<file path="config.mk">
export PLATFORM = sky130hd
export DESIGN_NAME = rom_rd_seq
export DESIGN_NICKNAME = d
export VERILOG_FILES = /design/src/rtl/rom_rd_pkg.sv /design/src/rtl/rom_rd_timer.sv /design/src/rtl/rom_rd_capture.sv /design/src/rtl/rom_rd_fsm.sv /design/src/rtl/rom_rd_seq.sv
export SDC_FILE = /design/constraint.sdc
export NUM_CORES = 1
export LEC_CHECK = 0
export BUFFER_PORTS_ARGS = -buffer_cell sky130_fd_sc_hd__buf_4
export CORE_MARGIN = 4
export CORE_UTILIZATION = 47
export CTS_CLUSTER_SIZE = 8
export DETAILED_ROUTE_END_ITERATION = 10
export PLACE_DENSITY = 0.78
export SLEW_MARGIN = 25
export SYNTH_ARGS = -nofsm -noshare
export SYNTH_HDL_FRONTEND = slang
export SYNTH_SLANG_ARGS = --single-unit
</file>
<file path="constraint.sdc">
create_clock -name clk -period 2.9 [get_ports clk]
set_input_delay 0.145 -clock clk [delete_from_list [all_inputs] [get_ports clk]]
set_output_delay 0.145 -clock clk [all_outputs]
set_load 0.1 [all_outputs]
</file>
<file path="src/rtl/rom_rd_pkg.sv">
`timescale 1ns/1ps
package rom_rd_pkg;

  typedef enum logic [2:0] {
    ST_PWR     = 3'd0,
    ST_IDLE    = 3'd1,
    ST_SETUP   = 3'd2,
    ST_ACCESS  = 3'd3,
    ST_SAMPLE  = 3'd4,
    ST_RELEASE = 3'd5
  } rd_state_e;

  // timing limit in ps -> clock cycles, rounded up, plus sync margin
  function automatic int unsigned ps_to_cyc(input int unsigned lim_ps,
                                            input int unsigned clk_ps,
                                            input int unsigned margin);
    return (lim_ps + clk_ps - 1) / clk_ps + margin;
  endfunction

  function automatic int unsigned max2(input int unsigned a, input int unsigned b);
    return (a > b) ? a : b;
  endfunction

endpackage

</file>
<file path="src/rtl/rom_rd_timer.sv">
`timescale 1ns/1ps
// Loadable down-counter; done while the count sits at zero.
module rom_rd_timer #(
  parameter int unsigned      CNT_W   = 6,
  parameter logic [CNT_W-1:0] RST_VAL = '0
) (
  input  logic             clk,
  input  logic             rst,
  input  logic             ld,
  input  logic [CNT_W-1:0] ld_val,
  output logic             done
);

  logic [CNT_W-1:0] cnt;

  always_ff @(posedge clk) begin
    if (rst) begin
      cnt <= RST_VAL;
    end else if (ld) begin
      cnt <= ld_val;
    end else if (cnt != '0) begin
      cnt <= cnt - 1'b1;
    end
  end

  assign done = (cnt == '0);

endmodule

</file>
<file path="src/rtl/rom_rd_capture.sv">
`timescale 1ns/1ps
// Samples the ROM bus, zero-extends narrow reads, emits a one-cycle pulse.
module rom_rd_capture #(
  parameter int unsigned DATA_W = 16
) (
  input  logic              clk,
  input  logic              rst,
  input  logic              cap,
  input  logic              cap_wide,
  input  logic [DATA_W-1:0] bus_i,
  output logic              rsp_valid,
  output logic [DATA_W-1:0] rsp_data
);

  localparam int unsigned HALF_W = DATA_W / 2;

  logic [DATA_W-1:0] shaped;

  generate
    if (DATA_W > HALF_W) begin : g_ext
      assign shaped = cap_wide ? bus_i : {{(DATA_W-HALF_W){1'b0}}, bus_i[HALF_W-1:0]};
    end else begin : g_flat
      assign shaped = bus_i;
    end
  endgenerate

  always_ff @(posedge clk) begin
    if (rst) begin
      rsp_valid <= 1'b0;
      rsp_data  <= '0;
    end else begin
      rsp_valid <= cap;
      if (cap) begin
        rsp_data <= shaped;
      end
    end
  end

endmodule

</file>
<file path="src/rtl/rom_rd_fsm.sv">
`timescale 1ns/1ps
// Read sequencing: owns every ROM-side pin register and the handshake.
module rom_rd_fsm
  import rom_rd_pkg::*;
#(
  parameter int unsigned ADDR_W  = 21,
  parameter int unsigned CNT_W   = 6,
  parameter int unsigned ACC_CYC = 26,
  parameter int unsigned DF_CYC  = 8
) (
  input  logic              clk,
  input  logic              rst,
  input  logic              req_valid,
  input  logic [ADDR_W-1:0] req_addr,
  input  logic              req_lsb,
  input  logic              req_wide,
  output logic              req_ready,
  input  logic              tmr_done,
  output logic              tmr_ld,
  output logic [CNT_W-1:0]  tmr_val,
  output logic              cap,
  output logic              cap_wide,
  output logic              rom_ce_n,
  output logic              rom_oe_n,
  output logic [ADDR_W-1:0] rom_addr,
  output logic              rom_wide,
  output logic              rom_hi_o,
  output logic              rom_hi_oe
);

  localparam logic [CNT_W-1:0] ACC_LD = CNT_W'(ACC_CYC - 1);
  localparam logic [CNT_W-1:0] DF_LD  = CNT_W'(DF_CYC - 1);

  rd_state_e st;

  always_ff @(posedge clk) begin
    if (rst) begin
      st        <= ST_PWR;
      rom_ce_n  <= 1'b1;
      rom_oe_n  <= 1'b1;
      rom_addr  <= '0;
      rom_wide  <= 1'b1;
      rom_hi_o  <= 1'b0;
      rom_hi_oe <= 1'b0;
    end else begin
      case (st)
        ST_PWR: begin
          if (tmr_done) st <= ST_IDLE;
        end
        ST_IDLE: begin
          if (req_valid) begin
            rom_addr  <= req_addr;
            rom_wide  <= req_wide;
            rom_hi_o  <= req_lsb & ~req_wide;
            rom_hi_oe <= ~req_wide;
            // width switch: cycle chip enable through a setup cycle
            if (req_wide != rom_wide) rom_ce_n <= 1'b1;
            st <= ST_SETUP;
          end
        end
        ST_SETUP: begin
          rom_ce_n <= 1'b0;
          rom_oe_n <= 1'b0;
          st       <= ST_ACCESS;
        end
        ST_ACCESS: begin
          if (tmr_done) begin
            rom_oe_n <= 1'b1;
            st       <= ST_SAMPLE;
          end
        end
        ST_SAMPLE: begin
          st <= ST_RELEASE;
        end
        ST_RELEASE: begin
          if (tmr_done) st <= ST_IDLE;
        end
        default: st <= ST_PWR;
      endcase
    end
  end

  assign req_ready = (st == ST_IDLE);
  assign tmr_ld    = (st == ST_SETUP) || (st == ST_SAMPLE);
  assign tmr_val   = (st == ST_SETUP) ? ACC_LD : DF_LD;
  assign cap       = (st == ST_ACCESS) && tmr_done;
  assign cap_wide  = rom_wide;

endmodule

</file>
<file path="src/rtl/rom_rd_seq.sv">
`timescale 1ns/1ps
// Host-side read sequencer for an asynchronous parallel ROM.
module rom_rd_seq
  import rom_rd_pkg::*;
#(
  parameter int unsigned ADDR_W      = 21,
  parameter int unsigned DATA_W      = 16,
  parameter int unsigned CLK_PS      = 4000,
  parameter bit          FAST_SUPPLY = 1'b0,
  parameter int unsigned T_ACC_SLOW  = 100000,
  parameter int unsigned T_ACC_FAST  = 90000,
  parameter int unsigned T_OE_PS     = 25000,
  parameter int unsigned T_DF_PS     = 25000,
  parameter int unsigned T_PWR_PS    = 200000,
  parameter int unsigned SYNC_MARGIN = 1
) (
  input  logic              clk,
  input  logic              rst,
  input  logic              req_valid,
  output logic              req_ready,
  input  logic [ADDR_W-1:0] req_addr,
  input  logic              req_lsb,
  input  logic              req_wide,
  output logic              rsp_valid,
  output logic [DATA_W-1:0] rsp_data,
  output logic              rom_ce_n,
  output logic              rom_oe_n,
  output logic [ADDR_W-1:0] rom_addr,
  output logic              rom_wide,
  output logic              rom_hi_o,
  output logic              rom_hi_oe,
  input  logic [DATA_W-1:0] rom_bus_i
);

  localparam int unsigned ACC_PS  = FAST_SUPPLY ? T_ACC_FAST : T_ACC_SLOW;
  localparam int unsigned OE_CYC  = ps_to_cyc(T_OE_PS, CLK_PS, SYNC_MARGIN);
  localparam int unsigned ACC_CYC = max2(ps_to_cyc(ACC_PS, CLK_PS, SYNC_MARGIN), OE_CYC);
  localparam int unsigned DF_CYC  = ps_to_cyc(T_DF_PS, CLK_PS, SYNC_MARGIN);
  localparam int unsigned PWR_CYC = ps_to_cyc(T_PWR_PS, CLK_PS, SYNC_MARGIN);
  localparam int unsigned MAX_CYC = max2(max2(ACC_CYC, DF_CYC), PWR_CYC);
  localparam int unsigned CNT_W   = $clog2(MAX_CYC + 1);

  logic             tmr_ld;
  logic [CNT_W-1:0] tmr_val;
  logic             tmr_done;
  logic             cap;
  logic             cap_wide;

  rom_rd_timer #(
    .CNT_W  (CNT_W),
    .RST_VAL(CNT_W'(PWR_CYC - 1))
  ) u_timer (
    .clk   (clk),
    .rst   (rst),
    .ld    (tmr_ld),
    .ld_val(tmr_val),
    .done  (tmr_done)
  );

  rom_rd_fsm #(
    .ADDR_W (ADDR_W),
    .CNT_W  (CNT_W),
    .ACC_CYC(ACC_CYC),
    .DF_CYC (DF_CYC)
  ) u_fsm (
    .clk      (clk),
    .rst      (rst),
    .req_valid(req_valid),
    .req_addr (req_addr),
    .req_lsb  (req_lsb),
    .req_wide (req_wide),
    .req_ready(req_ready),
    .tmr_done (tmr_done),
    .tmr_ld   (tmr_ld),
    .tmr_val  (tmr_val),
    .cap      (cap),
    .cap_wide (cap_wide),
    .rom_ce_n (rom_ce_n),
    .rom_oe_n (rom_oe_n),
    .rom_addr (rom_addr),
    .rom_wide (rom_wide),
    .rom_hi_o (rom_hi_o),
    .rom_hi_oe(rom_hi_oe)
  );

  rom_rd_capture #(
    .DATA_W(DATA_W)
  ) u_cap (
    .clk      (clk),
    .rst      (rst),
    .cap      (cap),
    .cap_wide (cap_wide),
    .bus_i    (rom_bus_i),
    .rsp_valid(rsp_valid),
    .rsp_data (rsp_data)
  );

endmodule

</file>
==> out/metrics.cfg <==
[layout]
multiInputGateArea_um2=996
layout_commonest_cell=buf_4
final_cell_mix=89 x buf_4, 74 x nand2_1, 52 x dfxtp_1
n_fill_cell=386
area_growth_syn_to_layout_pct=35.0
layout-drive-gt1-share_pct=31.1
design_area_um2=2880
regArea_um2=1040
antenna_cells=0
final_nets=371

[die]
rows=24
fp.coreArea_um2=4380
die_w_um=75.4
die_y_um=75.4
start_util_pct=48.6
ios=86
design.die.area_um2=5680

[setup_path]
crit_arrival_ps=2060
critical_path_class=reg -> reg
crit-reg2reg-capture=u_cap.rsp_data[14]$_SDFFE_PP0P_
endpoint_kind=flop
worst-r2r-cell-count=6
r2r_start=u_timer.cnt[0]$_SDFFE_PP0P_
rrSetupSlack_ps=1060
critical_path_required_ps=3130
cp_max_fo=16
worstSetupStartpointType=flop

[global_route]
grt_overflow=0
track_usage_pct=17.6
grt_max_degree=35
antenna_found_initial=0
grt_pass1_vias=1808
grt_pass1_wl_mm=7.89

[pwr]
power.internal_mw=0.975
power_frac_comb_pct=8.9
peakVddDrop_uv=317
clkPwrFrac_pct=32.8
swShare_pct=22.8
leakage_nw=1.19
power_density_nw_per_um2=439
p_seq_share_pct=58.3
p_sw_mw=0.287

[yosys]
ys_warn_count=0
syn_nets=295
synth_cell_types=39
syn-cell-area_um2=2130
ys_seq_area_share_pct=48.8
syn_inst=251
syn_area_per_cell_um2=8.49
synthFlopType=dfxtp_1
ys_ff_latch=52
async_flop_share_pct=0
synth_edf_count=0

[sta]
worst_pin_slew_ps=731
tns_ps=0
skew_ps=7.86
period_minus_slack_ps=1840
hold_violations=0
setup_viol=0
slew_headroom_pct=51.2
final_max_slew_viol_count=0
fmax_mhz=545
post-route-period-util_pct=63.3
grt_setup_unrepaired=no

[clock_network]
cts-resized-gates=0
path_clk_slew_ps=90
hold_buffers=0
cts_tree=yes
postCtsSetupRepairBufs=0
clock_path_buffers=2
clkSinkCount=52
clock-root-buffer=clkbuf_8
numCtsBuffers=5
insertion_delay_ps=300
htree_levels=2

[drt]
vias=1967
wl_per_cell_um=13.3
first_pass_iters=4
ant_nets=0
drt_iter0_drc=109
wl_mm=5.04
routed_via_density=5.18
drc=0

[job]
drv_cap=0

[placement]
hpwlAfterDp_mm=3.71
numPortBuffers=85
placed_area_um2=2790
gp_congestion=0.821

[outcome]
outcome=completed

[worst_hold_path]
min_path_cells=3
hp-class=in -> reg
hold_end=u_fsm.rom_addr[1]$_SDFFE_PP0P_
hp-start=req_addr[1]

-- metrics by stage --
stage	hold WS (ps)	utilization, %	cells	total power, mW	worst slack, ps
4_1_cts	80.8	65.6	380	1.28	1050
3_3_place_gp	392	63.5	372	0.863	1150
3_5_place_dp	402	63.5	372	0.865	1090
5_1_grt	82.9	65.6	380	1.32	915
2_1_floorplan	278	-	251	0.812	202
6_report	83.1	65.6	380	1.26	1060
-- Yosys cell counts, drive strengths merged (2+ instances only) --
cell    instances  area, um^2
a21oi          30         150
buf             3        30.0
clkbuf         17        65.1
dfxtp          52        1040
ha              2        25.0
inv             3        11.3
mux2i          16         160
nand2          74         278
nand3           6        30.0
nand4           2        12.5
nor2            5        18.8
nor2b           5        31.3
nor3            4        20.0
nor3b           2        15.0
nor4            2        27.5
o211ai          2        15.0
o21ai           2        10.0
o311ai          2        17.5
o31ai           4        30.0
xor2            3        26.3
-- power by group through the flow --
stage | Clock (mW) | Combinational (mW) | Sequential, mW
6_report | 0.414 | 0.113 | 0.736
2_1_floorplan | 0 | 0.0605 | 0.751
3_5_place_dp | 0 | 0.112 | 0.752
3_3_place_gp | 0 | 0.111 | 0.752
5_1_grt | 0.458 | 0.124 | 0.738
4_1_cts | 0.427 | 0.113 | 0.736
-- area by class of cell --
cell class | instances | area share [%]
timing repair buffer | 89 | 23.2
clock buffer | 6 | 2.87
sequential | 52 | 36.2
inverter | 4 | 0.522
clock inverter | 2 | 0.348
tap | 52 | 2.26
multi-input combinational | 175 | 34.6
-- critical path, stage by stage, from the launching register on --
cell and delay, ps:
dfxtp_1 350, inv_1 110, ha_1 180, or2b_2 380
nor4_4 210, buf_4 310, mux2i_1 220
-- metal layers --
layer / up-vias / wire length (um) / track usage (%) / part of all wire [%]
met5: - / 0 / 0 / 0
met4: 0 / 37 / 5.05 / 0.73
met3: 4 / 531 / 6.73 / 11
met2: 72 / 2330 / 28.6 / 46
met1: 897 / 2140 / 22.0 / 42
li1: 994 / - / - / -
-- sequential cells by signal, summed over array words and instances (netlist names), 3 cells and up --
register        count
u_timer.cnt         6
u_fsm.st            3
u_fsm.rom_addr     21
u_cap.rsp_data     16
-- cells by family after synthesis --
family,after synthesis,synth area share (%)
DFF,52,48.8
muxes,16,7.51
xor gates and xnor gates,4,1.64
buffers and inverters,24,5.16
adders and majority gates,2,1.17
AOI/OAI and AO/OA,45,12.3
and+or+nand+nor,108,23.4
-- worst max-delay path by stage --
stage | start | end | slack [ps] | cells past startpoint
floorplan | u_fsm.st[0]$_SDFFE_PP0P_ | req_ready | 200 | 3
global placement | u_timer.cnt[0]$_SDFFE_PP0P_ | u_cap.rsp_data[0]$_SDFFE_PP0P_ | 1150 | 6
detailed placement | u_timer.cnt[0]$_SDFFE_PP0P_ | u_cap.rsp_data[14]$_SDFFE_PP0P_ | 1090 | 6
CTS | u_timer.cnt[0]$_SDFFE_PP0P_ | u_cap.rsp_data[14]$_SDFFE_PP0P_ | 1050 | 6
global route | u_timer.cnt[0]$_SDFFE_PP0P_ | u_cap.rsp_data[14]$_SDFFE_PP0P_ | 920 | 6
finish | u_timer.cnt[0]$_SDFFE_PP0P_ | u_cap.rsp_data[14]$_SDFFE_PP0P_ | 1060 | 6
Power figures use the tool's default switching activity.
